**config.mk**
```make
export PLATFORM = sky130hd
export DESIGN_NAME = pulse_seq
export DESIGN_NICKNAME = d
export VERILOG_FILES = /design/src/rtl/pulse_seq_pkg.sv /design/src/rtl/ps_trigger.sv /design/src/rtl/ps_timer.sv /design/src/rtl/ps_router.sv /design/src/rtl/pulse_seq.sv
export SDC_FILE = /design/constraint.sdc
export NUM_CORES = 1
export LEC_CHECK = 0
export BUFFER_PORTS_ARGS = -buffer_cell sky130_fd_sc_hd__buf_2
export CORE_AREA = 2 2 39 41
export CTS_CLUSTER_DIAMETER = 30
export DETAILED_ROUTE_END_ITERATION = 10
export DIE_AREA = 0 0 41 43
export GPL_TIMING_DRIVEN = 0
export HOLD_SLACK_MARGIN = 0.05
export PLACE_DENSITY = 0.66
export SKIP_CTS_REPAIR_TIMING = 1
export SLEW_MARGIN = 20
export SYNTH_ARGS = -nofsm -noshare
export SYNTH_HDL_FRONTEND = slang
export SYNTH_HIERARCHICAL = 1
export SYNTH_SLANG_ARGS = --single-unit
export TNS_END_PERCENT = 10
```
**constraint.sdc**
```tcl
create_clock -name clk -period 3.1 [get_ports clk]
set_input_delay 0 -clock clk [delete_from_list [all_inputs] [get_ports clk]]
set_output_delay 0 -clock clk [all_outputs]
set_load 0.01 [all_outputs]
```
**src/rtl/pulse_seq_pkg.sv**
```systemverilog
package pulse_seq_pkg;

    localparam int unsigned SLOTS      = 5;
    localparam int unsigned DATA_LANES = SLOTS - 1;

    typedef enum logic {
        DIR_LEFT  = 1'b0,
        DIR_RIGHT = 1'b1
    } shift_dir_e;

    typedef struct packed {
        logic                  tmp;
        logic [DATA_LANES-1:0] dat;
    } lane_set_t;

    // slot that feeds data lane j when shifting right (highest lane first)
    function automatic int unsigned rt_slot_of(input int unsigned lane);
        return DATA_LANES - lane;
    endfunction

    // slot that feeds data lane j when shifting left (lowest lane first)
    function automatic int unsigned lf_slot_of(input int unsigned lane);
        return lane + 1;
    endfunction

    function automatic int unsigned burst_len(input int unsigned start_t,
                                              input int unsigned width_t,
                                              input int unsigned space_t);
        return start_t + (SLOTS - 1) * space_t + width_t;
    endfunction

endpackage

```
**src/rtl/ps_trigger.sv**
```systemverilog
module ps_trigger
    import pulse_seq_pkg::*;
(
    input  logic       clk,
    input  logic       rst,
    input  logic       main_clk,
    input  logic       dir_right,
    input  logic       busy,
    input  logic       last,
    output logic       start,
    output shift_dir_e dir_q,
    output logic       overrun
);

    logic mclk_q;
    logic rise;

    assign rise  = main_clk & ~mclk_q;
    assign start = rise & (~busy | last);

    always_ff @(posedge clk) begin
        if (rst) begin
            mclk_q  <= main_clk;
            dir_q   <= DIR_LEFT;
            overrun <= 1'b0;
        end else begin
            mclk_q  <= main_clk;
            overrun <= rise & busy & ~last;
            if (start) begin
                dir_q <= dir_right ? DIR_RIGHT : DIR_LEFT;
            end
        end
    end

    // the flag only follows a tick in which a burst was running
    a_r8_overrun_needs_busy: assert property (@(posedge clk) disable iff (rst)
        overrun |-> $past(busy));

    // direction stays put while a burst runs without a restart
    a_r7_dir_held: assert property (@(posedge clk) disable iff (rst)
        (busy && !start) |=> $stable(dir_q));

endmodule

```
**src/rtl/ps_timer.sv**
```systemverilog
module ps_timer
    import pulse_seq_pkg::*;
#(
    parameter int unsigned START_TICKS = 1,
    parameter int unsigned WIDTH_TICKS = 3,
    parameter int unsigned SPACE_TICKS = 4
) (
    input  logic             clk,
    input  logic             rst,
    input  logic             start,
    output logic             busy,
    output logic             last,
    output logic [SLOTS-1:0] slot_act
);

    localparam int unsigned BURST = burst_len(START_TICKS, WIDTH_TICKS, SPACE_TICKS);
    localparam int unsigned LAST  = BURST - 1;
    localparam int unsigned CNT_W = $clog2(BURST + 1);
    localparam logic [CNT_W-1:0] LAST_V = CNT_W'(LAST);
    localparam logic [CNT_W:0]   WID_V  = (CNT_W+1)'(WIDTH_TICKS);

    logic [CNT_W-1:0] cnt;

    assign last = busy && (cnt == LAST_V);

    always_ff @(posedge clk) begin
        if (rst) begin
            busy <= 1'b0;
            cnt  <= '0;
        end else if (start) begin
            busy <= 1'b1;
            cnt  <= '0;
        end else if (last) begin
            busy <= 1'b0;
            cnt  <= '0;
        end else if (busy) begin
            cnt  <= cnt + 1'b1;
        end
    end

    for (genvar k = 0; k < SLOTS; k++) begin : g_slot
        localparam logic [CNT_W:0] OPEN_V = (CNT_W+1)'(START_TICKS + k * SPACE_TICKS);
        logic [CNT_W:0] rel;
        assign rel         = {1'b0, cnt} - OPEN_V;
        assign slot_act[k] = busy && (rel < WID_V);

        // when a slot closes, every slot is closed
        a_r5_clean_handoff: assert property (@(posedge clk) disable iff (rst)
            $fell(slot_act[k]) |-> (slot_act == '0));
    end

    // at most one slot open per tick
    a_r5_one_slot: assert property (@(posedge clk) disable iff (rst)
        $onehot0(slot_act));

endmodule

```
**src/rtl/ps_router.sv**
```systemverilog
module ps_router
    import pulse_seq_pkg::*;
(
    input  logic             clk,
    input  logic             rst,
    input  shift_dir_e       dir_q,
    input  logic [SLOTS-1:0] slot_act,
    output lane_set_t        rt_set,
    output lane_set_t        lf_set
);

    logic go_rt;
    assign go_rt = (dir_q == DIR_RIGHT);

    assign rt_set.tmp = go_rt  & slot_act[0];
    assign lf_set.tmp = ~go_rt & slot_act[0];

    for (genvar j = 0; j < DATA_LANES; j++) begin : g_lane
        assign rt_set.dat[j] = go_rt  & slot_act[rt_slot_of(j)];
        assign lf_set.dat[j] = ~go_rt & slot_act[lf_slot_of(j)];
    end

    // the side not chosen stays silent
    a_r6_left_quiet: assert property (@(posedge clk) disable iff (rst)
        go_rt |-> (lf_set == '0));
    a_r6_right_quiet: assert property (@(posedge clk) disable iff (rst)
        !go_rt |-> (rt_set == '0));

endmodule

```
**src/rtl/pulse_seq.sv**
```systemverilog
module pulse_seq
    import pulse_seq_pkg::*;
#(
    parameter int unsigned START_TICKS = 1,
    parameter int unsigned WIDTH_TICKS = 3,
    parameter int unsigned SPACE_TICKS = 4
) (
    input  logic       clk,
    input  logic       rst,
    input  logic       main_clk,
    input  logic       dir_right,
    output logic       rt_tmp,
    output logic [3:0] rt_dat,
    output logic       lf_tmp,
    output logic [3:0] lf_dat,
    output logic       overrun
);

    logic             start;
    logic             busy;
    logic             last;
    shift_dir_e       dir_q;
    logic [SLOTS-1:0] slot_act;
    lane_set_t        rt_set;
    lane_set_t        lf_set;

    ps_trigger u_trigger (
        .clk       (clk),
        .rst       (rst),
        .main_clk  (main_clk),
        .dir_right (dir_right),
        .busy      (busy),
        .last      (last),
        .start     (start),
        .dir_q     (dir_q),
        .overrun   (overrun)
    );

    ps_timer #(
        .START_TICKS (START_TICKS),
        .WIDTH_TICKS (WIDTH_TICKS),
        .SPACE_TICKS (SPACE_TICKS)
    ) u_timer (
        .clk      (clk),
        .rst      (rst),
        .start    (start),
        .busy     (busy),
        .last     (last),
        .slot_act (slot_act)
    );

    ps_router u_router (
        .clk      (clk),
        .rst      (rst),
        .dir_q    (dir_q),
        .slot_act (slot_act),
        .rt_set   (rt_set),
        .lf_set   (lf_set)
    );

    assign rt_tmp = rt_set.tmp;
    assign rt_dat = rt_set.dat;
    assign lf_tmp = lf_set.tmp;
    assign lf_dat = lf_set.dat;

    // outputs silent outside a burst
    a_r1_idle_quiet: assert property (@(posedge clk) disable iff (rst)
        !busy |-> ({rt_tmp, rt_dat, lf_tmp, lf_dat} == '0));

endmodule

```
# --- Yosys cells after proc, flatten, opt, wreduce, memory -nomap -nowiden ---
# Index checks and enable logic that the tools add are counted.
totals:
  regBits: 9
  in_bits: 4
  output_inout_bits: 11
  word_cells: 47
op_classes:
  add_sub_neg: 6
  n_lt_le_gt_ge: 5
  eq_ne: 1
  n_mux: 3
  n_bitwise: 19
  n_reduce_logical: 8
op_table:
  columns: ["operator", "n"]
  rows:
  - ["< comparator 6 x 2 -> 1 bit (second input constant)", 5]
  - ["AND 1 bit", 14]
  - ["subtractor 5 x 4 -> 6 bit (second input constant)", 2]
  - ["logical AND 1 bit", 6]
  - ["subtractor 5 x 1 -> 6 bit (second input constant)", 1]
  - ["subtractor 5 x 3 -> 6 bit (second input constant)", 1]
  - ["subtractor 5 x 5 -> 6 bit (second input constant)", 1]
  - ["adder 5 x 1 -> 5 bit (second input constant)", 1]
  - ["== test 5 bit (second input constant)", 1]
  - ["inverter 1 bit", 4]
  - ["2-to-1 mux 1 bit", 3]
  - ["OR reduction 3 bit", 1]
  - ["nonzero test 2 bit", 1]
  - ["OR 1 bit", 1]

# --- Longest topological paths before layout ---
# Gate-level depths: netlist of the first run.
logic_depth:
  word_depth: 5
  mapped_depth: 7

# --- Cells and area by module ---
# Netlist of the first run, hierarchy kept.
modules_own_cells:
  columns: ["module", "instances", "cells_each", "area_per_inst_um2", "seq_area_each_um2"]
  rows:
  - ["ps_timer", 1, 48, 375.4, 120.1]
  - ["ps_trigger", 1, 10, 125.1, 60.1]
  - ["ps_router", 1, 10, 62.6, 0.0]

# --- Least setup slack after synthesis of the first run ---
# OpenSTA, ideal clock, no wires.
synth_path:
  path_type: "reg-to-reg"
  from: "register u_timer.cnt[0]"
  to: "register u_timer.cnt[4]"
  t_arrival_ns: 1.278
  required_ns: 2.978
  path_slack_ns: 1.700
  path_stages_with_launch: 8
  n_path_buf: 0
  cell_sequence: "dfxtp_1 -> ha_1 -> nand4bb_1 -> nor2_1 -> inv_1 -> a21oi_4 -> or2_2 -> a21oi_1"
synth_between:
  elab_chain_cells: 5
synth_rtl:
  columns: ["element", "line_no", "text"]
  rows:
  - ["start, declared", "ps_timer.sv:22", "logic [CNT_W-1:0] cnt;"]
  - ["start signal, assigned", "ps_timer.sv:37", "cnt <= cnt + 1'b1;"]
  - ["== test 5 bit", "ps_timer.sv:24", "assign last = busy && (cnt == LAST_V);"]
  - ["logical AND 1 bit", "ps_timer.sv:24", null]
  - ["named net last", "pulse_seq.sv:21", "logic last;"]
  - ["OR 1 bit", "ps_trigger.sv:19", "assign start = rise & (~busy | last);"]
  - ["AND 1 bit", "ps_trigger.sv:19", null]
  - ["named net start", "pulse_seq.sv:19", "logic start;"]
  - ["OR reduction 3 bit (no line)", null, null]
# The timed path passes the listed nets, and every way through them passes these cells.
# A chain may end at the register's enable or synchronous reset.

# --- Worst setup path in the final report of the first run ---
layout_path:
  from: "register u_timer.cnt[0]"
  to: "output port lf_tmp"
layout_between:
  elab_chain_cells: 4
layout_rtl:
  columns: ["element", "line_no", "text"]
  rows:
  - ["subtractor 5 x 1 -> 6 bit", "ps_timer.sv:44", "assign rel = {1'b0, cnt} - OPEN_V;"]
  - ["named net u_timer.g_slot[0].rel[0]", "ps_timer.sv:43", "logic [CNT_W:0] rel;"]
  - ["< comparator 6 x 2 -> 1 bit", "ps_timer.sv:45", "assign slot_act[k] = busy && (rel < WID_V);"]
  - ["logical AND 1 bit", "ps_timer.sv:45", null]
  - ["named net slot_act[0]", "pulse_seq.sv:23", "logic [SLOTS-1:0] slot_act;"]
  - ["AND 1 bit", "ps_router.sv:16", "assign lf_set.tmp = ~go_rt & slot_act[0];"]
  - ["end, declared", "pulse_seq.sv:14", "output logic lf_tmp,"]
# The timed path passes the listed nets, and every way through them passes these cells.

==> impl_metrics.env, run 1 <==
export IMPL_cts_tree="yes"
export IMPL_crit_required_ps=3100
export IMPL_arrival_ps=1800
export IMPL_end_kind="output pin"
export IMPL_async_reset_ff_frac=0
export IMPL_rsz0062_at_grt="no"
export IMPL_worst_pin_slew_ps=327.7
export IMPL_final_util=0.5127
export IMPL_synth_seq_cells=9
export IMPL_crit_path_start_kind="register"
export IMPL_ys_flop_type="dfxtp_1"
export IMPL_drtIter0Drc=11
export IMPL_drc=0
export IMPL_hpwl_um=737.1
export IMPL_grt_pass1_vias=381
export IMPL_syn_to_final_growth_pct=26.00
export IMPL_detail_route_antenna_nets=0
export IMPL_grt_max_degree=12
export IMPL_initial_core_util=0.4069
export IMPL_final_hold_viol_count=0
export IMPL_synth_area_per_cell_sq_um=8.280
export IMPL_routed_wl_mm=1.025
export IMPL_whs_ps=426.3
export IMPL_avgRoutedWirePerCell_um=9.762
export IMPL_final_max_slew_viol_count=0
export IMPL_cpMaxStageDelayCell="dfxtp_1"
export IMPL_io_pins=15
export IMPL_dieArea_sq_mm=0.001763
export IMPL_antenna_cells=0
export IMPL_ys_types=27
export IMPL_worstSetupPathType="register to output pin"
export IMPL_syn_inst=68
export IMPL_cts_clk_slew_worst_paths_ps=60
export IMPL_min_from="main_clk"
export IMPL_place_gp_congestion=0.7700
export IMPL_antenna_found_initial=0
export IMPL_numCtsBuffers=3
export IMPL_cts_root_buf="clkbuf_4"
export IMPL_irDropWorstVdd_mv=0.2399
export IMPL_fin_crit_sh=0.5790
export IMPL_viasPerCell=4.733
export IMPL_cts_htree_levels=1
export IMPL_crit_chain="inv_1, ha_1, or3_4, nor3_1, nor2b_1, buf_2"
export IMPL_first_pass_iters=4
export IMPL_outcome="complete, no violations"
export IMPL_setup_tns_ps=0
export IMPL_die_y_um=43
export IMPL_synth_fp_nets=74
export IMPL_min_path_type="input pin to register"
export IMPL_crit_path_max_incr_delay_ps=390
export IMPL_grt_usage=0.1410
export IMPL_clk_latency_ps=260
export IMPL_synthesis_area_sq_um=563.0
export IMPL_ctsLongestPathBuffers=2
export IMPL_yosysSeqAreaShare=0.3200
export IMPL_r2r_start="u_timer/cnt[1]"
export IMPL_crit_path_max_fanout=5
export IMPL_nFillCells=146
export IMPL_fin_skew_ps=0.6857
export IMPL_core_area_sq_mm=0.001384
export IMPL_p_leak_nw=0.3125
export IMPL_route_vias_total=497
export IMPL_grt_pass1_wl_mm=1.662
export IMPL_setup_viol=0
export IMPL_slew_headroom=0.7795
export IMPL_num_rows=14
export IMPL_die_x_um=41
export IMPL_yosysWarnings=6
export IMPL_max_cap_violations=0
export IMPL_synth_edf_count=0
export IMPL_layout_min_cycle_time_ps=1795
export IMPL_p_per_area_mw_per_mm2=339.8
export IMPL_cp_startpoint="u_timer/cnt[0]"
export IMPL_cts_sinks=9
export IMPL_nets=96
export IMPL_overflow=0
export IMPL_port_buffers=14
export IMPL_fmaxAchievable_mhz=557.1
export IMPL_layout_drive_gt1_share=0.2584
[worst max-delay path: cells and delay by family, from the launching register on]
kind                     cells  cell delay, ps
buffers and inverters        2             210
flip-flops                   1             390
adder cells (fa/ha/maj)      1             230
AND/OR/NAND/NOR              3             700
[cell type report]
| type | count | area [sq um] | area share |
|---|---|---|---|
| well taps | 16 | 20.02 | 0.02822 |
| inverters | 5 | 21.27 | 0.02998 |
| multi-input cells | 53 | 350.3 | 0.4938 |
| repair buffers | 17 | 100.1 | 0.1411 |
| flip-flops and latches | 9 | 180.2 | 0.2540 |
| plain buffers | 1 | 11.26 | 0.01587 |
| clock buffers | 4 | 26.28 | 0.03704 |
[power breakdown]
group          leakage [nW]  switching [mW]  total [mW]  internal [mW]
logic                 0.224          0.0133      0.0269         0.0136
clock network        0.0150          0.0412      0.0909         0.0496
registers            0.0733         0.00411       0.123          0.119
[final timing paths]
kind	endpoint	slack, ps	depth (start not counted)
worst max-delay path	lf_tmp	1300	6
worst min-delay path	u_trigger/mclk_q	430	2
worst max register to register	u_timer/cnt[3]	1470	7
worst min register to register	u_timer/cnt[0]	520	2
[layer usage]
| metal | vias up | part of all wire | global-route usage |
|---|---|---|---|
| met5 | - | 0 | 0 |
| met3 | 0 | 0.068 | 0.04712 |
| li1 | 272 | - | - |
| met2 | 15 | 0.42 | 0.1594 |
| met4 | 0 | 0 | 0.08000 |
| met1 | 210 | 0.51 | 0.2208 |
[synth_stat cells (all sizes together), types with 2 or more instances]
cell | count | area [sq um]
nand3 | 2 | 10.01
nor2 | 5 | 18.77
nand2 | 5 | 18.77
mux2i | 2 | 20.02
inv | 5 | 21.27
nor3 | 3 | 15.01
and2 | 5 | 31.28
or3 | 2 | 17.52
ha | 2 | 25.02
a21oi | 6 | 41.29
o21ai | 2 | 10.00
nor2b | 8 | 50.05
nand2b | 3 | 26.27
dfxtp | 9 | 180.2
xor2 | 2 | 17.52
[registers in the layout, summed over array words and instances, names as in the netlist]
| register | count |
|---|---|
| u_timer/busy | 1 |
| u_timer/cnt | 5 |
| u_trigger/dir_q | 1 |
| u_trigger/mclk_q | 1 |
| u_trigger/overrun | 1 |
[cells in the final DEF, fill, tap and decap left out, drive strengths merged]
cell / n
o21ai: 2
xor2: 2
dlygate4sd3: 3
nor3: 3
clkbuf: 4
buf: 15
inv: 5
ha: 2
nand2: 5
nor4b: 1
and4b: 1
mux2i: 2
nand3: 2
nor2b: 8
nand4bb: 1
nand4: 1
or2: 1
or3: 2
a21oi: 6
nor4: 1
and2: 5
dfxtp: 9
nor2: 5
nand2b: 3
[cell families (layout without fill, tap and decap cells)]
kind of cell	count (synthesis)	after routing	synth area share
AO/OA/AOI/OAI	8	8	0.09109
XOR/XNOR	2	2	0.03112
adder cells (fa/ha/maj)	2	2	0.04444
buffers and inverters	6	27	0.05778
flip-flops	9	9	0.3200
multiplexers	2	2	0.03556
AND/OR/NAND/NOR	39	39	0.4200
[metrics by stage]
stage / setup slack, ps / instance area, sq um / total power, mW / std cells
2_1_floorplan: 1700 / 563.0 / 0.1432 / 68
3_3_place_gp: 1520 / 653.1 / 0.1497 / 98
3_5_place_dp: 1514 / 653.1 / 0.1499 / 98
4_1_cts: 1266 / 679.4 / 0.2435 / 102
5_1_grt: 1159 / 709.4 / 0.2546 / 105
6_report: 1305 / 709.4 / 0.2410 / 105
No activity file was read; power rests on OpenSTA's default activity.
==> run 2: changes to the inputs <==
Settings changed: ABC_AREA set to 1, CORE_AREA 2 2 39 41 to not set, CORE_MARGIN set to 1.5, CORE_UTILIZATION set to 52, DIE_AREA 0 0 41 43 to not set, PLACE_DENSITY 0.66 to 0.76.
Clock period 3.1 ns to 1.8 ns, I/O delays scaled along.
==> run 2 against run 1 <==
Compared with the run above:
- routed wire length rose by 31%
- clock skew up 4.0 ps
- core utilization is 16 points higher
- sequential share of layout area decreased by 4.8 points
- first-iteration DRC count decreased by 64%
- sequential power increased by 75%
- largest cell class unchanged
- non-clock buffer count up 2
- setup slack lost 1100 ps
- via count rose by 48%
- cell area increased by 25%
- synthesized cell count up 72%
==> impl_metrics.env, run 2 <==
export IMPL_final_hold_viol_count=0
export IMPL_cts_htree_levels=1
export IMPL_route_vias_total=737
export IMPL_final_max_slew_viol_count=0
export IMPL_ctsLongestPathBuffers=2
export IMPL_p_sw_uw=116.5
export IMPL_synth_area_leaders="dfxtp_1 (24%), nor2_1 (10%), nand2_1 (9.7%), inv_1 (9.2%), nand3_1 (8.8%)"
export IMPL_setup_tns_ps=0
export IMPL_final_cell_mix="nor2_1 (20), nand2_1 (19), inv_1 (17), buf_2 (14), nand3_1 (13)"
export IMPL_yosysWarnings=6
export IMPL_ys_flop_type="dfxtp_1"
export IMPL_die_x_um=40.68
export IMPL_first_pass_iters=4
export IMPL_end_kind="output pin"
export IMPL_min_path_type="input pin to register"
export IMPL_place_gp_congestion=0.7366
export IMPL_nFillCells=123
export IMPL_p_per_area_mw_per_mm2=490.6
export IMPL_multi_input_area_sq_um=430.4
export IMPL_avgRoutedWirePerCell_um=8.855
export IMPL_rsz0062_at_grt="no"
export IMPL_clk_latency_ps=260
export IMPL_grt_usage=0.1966
export IMPL_cts_clk_slew_worst_paths_ps=60
export IMPL_placed_area_sq_um=827.0
export IMPL_drc=0
export IMPL_worstSetupPathType="register to output pin"
export IMPL_largest_reg_flops=5
export IMPL_fmaxAchievable_mhz=629.7
export IMPL_worst_pin_slew_ps=286.5
export IMPL_whs_ps=77.46
export IMPL_antenna_cells=0
export IMPL_overflow=0
export IMPL_cp_startpoint="u_timer/cnt[0]"
export IMPL_grt_pass1_wl_mm=2.083
export IMPL_r2r_start="u_timer/busy"
export IMPL_rrSetupSlack_ps=260
export IMPL_yosysTopAreaCell="dfxtp_1"
export IMPL_yosysSeqAreaShare=0.2441
export IMPL_crit_path_max_fanout=6
export IMPL_port_buffers=14
export IMPL_dieArea_sq_mm=0.001654
export IMPL_numCtsBuffers=3
export IMPL_reg2reg_depth=9
export IMPL_reg2reg_to="u_timer/cnt[2]"
export IMPL_finalInstanceArea_sq_um=888.4
export IMPL_worst_slack_ps=211.9
export IMPL_grt_max_degree=11
export IMPL_outcome="complete, no violations"
export IMPL_power_frac_comb=0.149
export IMPL_layout_drive_gt1_share=0.3285
export IMPL_grt_pass1_vias=552
export IMPL_slew_headroom=0.8087
export IMPL_detail_route_antenna_nets=0
export IMPL_viasPerCell=4.849
export IMPL_fin_skew_ps=4.727
export IMPL_cts_sinks=9
export IMPL_fin_crit_sh=0.8823
export IMPL_synth_area_per_cell_sq_um=6.309
export IMPL_mostFrequentLayoutCell="nor2_1"
export IMPL_top_register="u_timer/cnt"
export IMPL_irDropWorstVdd_mv=0.4358
export IMPL_synth_fp_nets=123
export IMPL_max_cap_violations=0
export IMPL_cts_tree="yes"
export IMPL_crit_path_end="lf_tmp"
export IMPL_crit_path_start_kind="register"
export IMPL_routed_wl_mm=1.346
export IMPL_place_ws_ps=233.7
export IMPL_die_y_um=40.68
export IMPL_hpwl_mm=1.049
export IMPL_synth_edf_count=0
export IMPL_syn_inst=117
export IMPL_antenna_found_initial=0
export IMPL_seq_power_share=0.493
export IMPL_nets=144
export IMPL_initial_core_util=0.5603
export IMPL_layout_min_cycle_time_ps=1588
export IMPL_io_pins=15
export IMPL_seq_area_sq_um=182.7
export IMPL_async_reset_ff_frac=0
export IMPL_ys_top_cells_by_count="nor2_1 (20), nand2_1 (19), inv_1 (18), nand3_1 (13), dfxtp_1 (9)"
export IMPL_p_leak_nw=0.4562
export IMPL_power_frac_clock=0.357
export IMPL_internal_power_uw=319.3
export IMPL_yosys_area_top_type_share=0.2441
export IMPL_core_area_sq_mm=0.001318
export IMPL_num_rows=13
export IMPL_arrival_ps=1590
export IMPL_ys_types=22
export IMPL_syn_to_final_growth_pct=20.34
export IMPL_cts_root_buf="clkbuf_4"
export IMPL_power_total_uw=435.8
export IMPL_swShare=0.2673
export IMPL_setup_viol=0
export IMPL_yosysMostFrequentCell="nor2_1"
export IMPL_synth_seq_cells=9
export IMPL_drtIter0Drc=4
export IMPL_crit_required_ps=1800
export IMPL_synthesis_area_sq_um=738.2
==> run 2: power groups by stage <==
stage,sequential [mW],clock (mW),combinational [mW]
after floorplan,0.217,0,0.0459
after global placement,0.219,0,0.0562
after detailed placement,0.219,0,0.0582
after CTS,0.214,0.162,0.0586
after global routing,0.216,0.166,0.0735
final,0.215,0.156,0.0651
==> run 2: area by class of cell <==
class | instances | area share
multi-input combinational | 79 | 0.4845
clock buffer | 4 | 0.02958
sequential | 9 | 0.2056
inverter | 25 | 0.1113
timing repair buffer | 16 | 0.1014
buffer | 4 | 0.04648
tap | 15 | 0.02113
==> run 2: worst min-delay path by stage <==
stage | end | start | slack, ps | depth (start not counted)
CTS | u_trigger/mclk_q | main_clk | -160 | 1
detailed placement | u_trigger/mclk_q | main_clk | 120 | 1
global route | u_trigger/dir_q | dir_right | 100 | 5
floorplan | u_trigger/mclk_q | main_clk | 30 | 0
global placement | u_trigger/mclk_q | main_clk | 120 | 1
finish | u_trigger/dir_q | dir_right | 80 | 5
==> run 2: worst max-delay path, stage by stage (launching register included) <==
cell and delay, ps:
dfxtp_2 370, inv_2 70, ha_4 180, nor3_2 190, nand3_1 130, nor2_1 150
inv_1 50, nor2_1 70, buf_2 120
==> run 2: logic make-up after synthesis <==
kind of cell / synth area share
buffers and inverters: 0.1898
AO/OA/AOI/OAI: 0.09153
adder cells (fa/ha/maj): 0.03389
XOR/XNOR: 0.01187
flip-flops: 0.2441
AND/OR/NAND/NOR: 0.4288
==> run 2: through the flow <==
stage,std cells,util
floorplan,117,-
global placement,146,0.6277
detailed placement,146,0.6277
CTS,150,0.6477
global route,152,0.6743
finish,152,0.6743
==> run 2: per-layer routing <==
metal  share of wire  track usage
met5               0            0
met4           0.033       0.1750
met3           0.029      0.01630
met2            0.49       0.3175
met1            0.45       0.2300
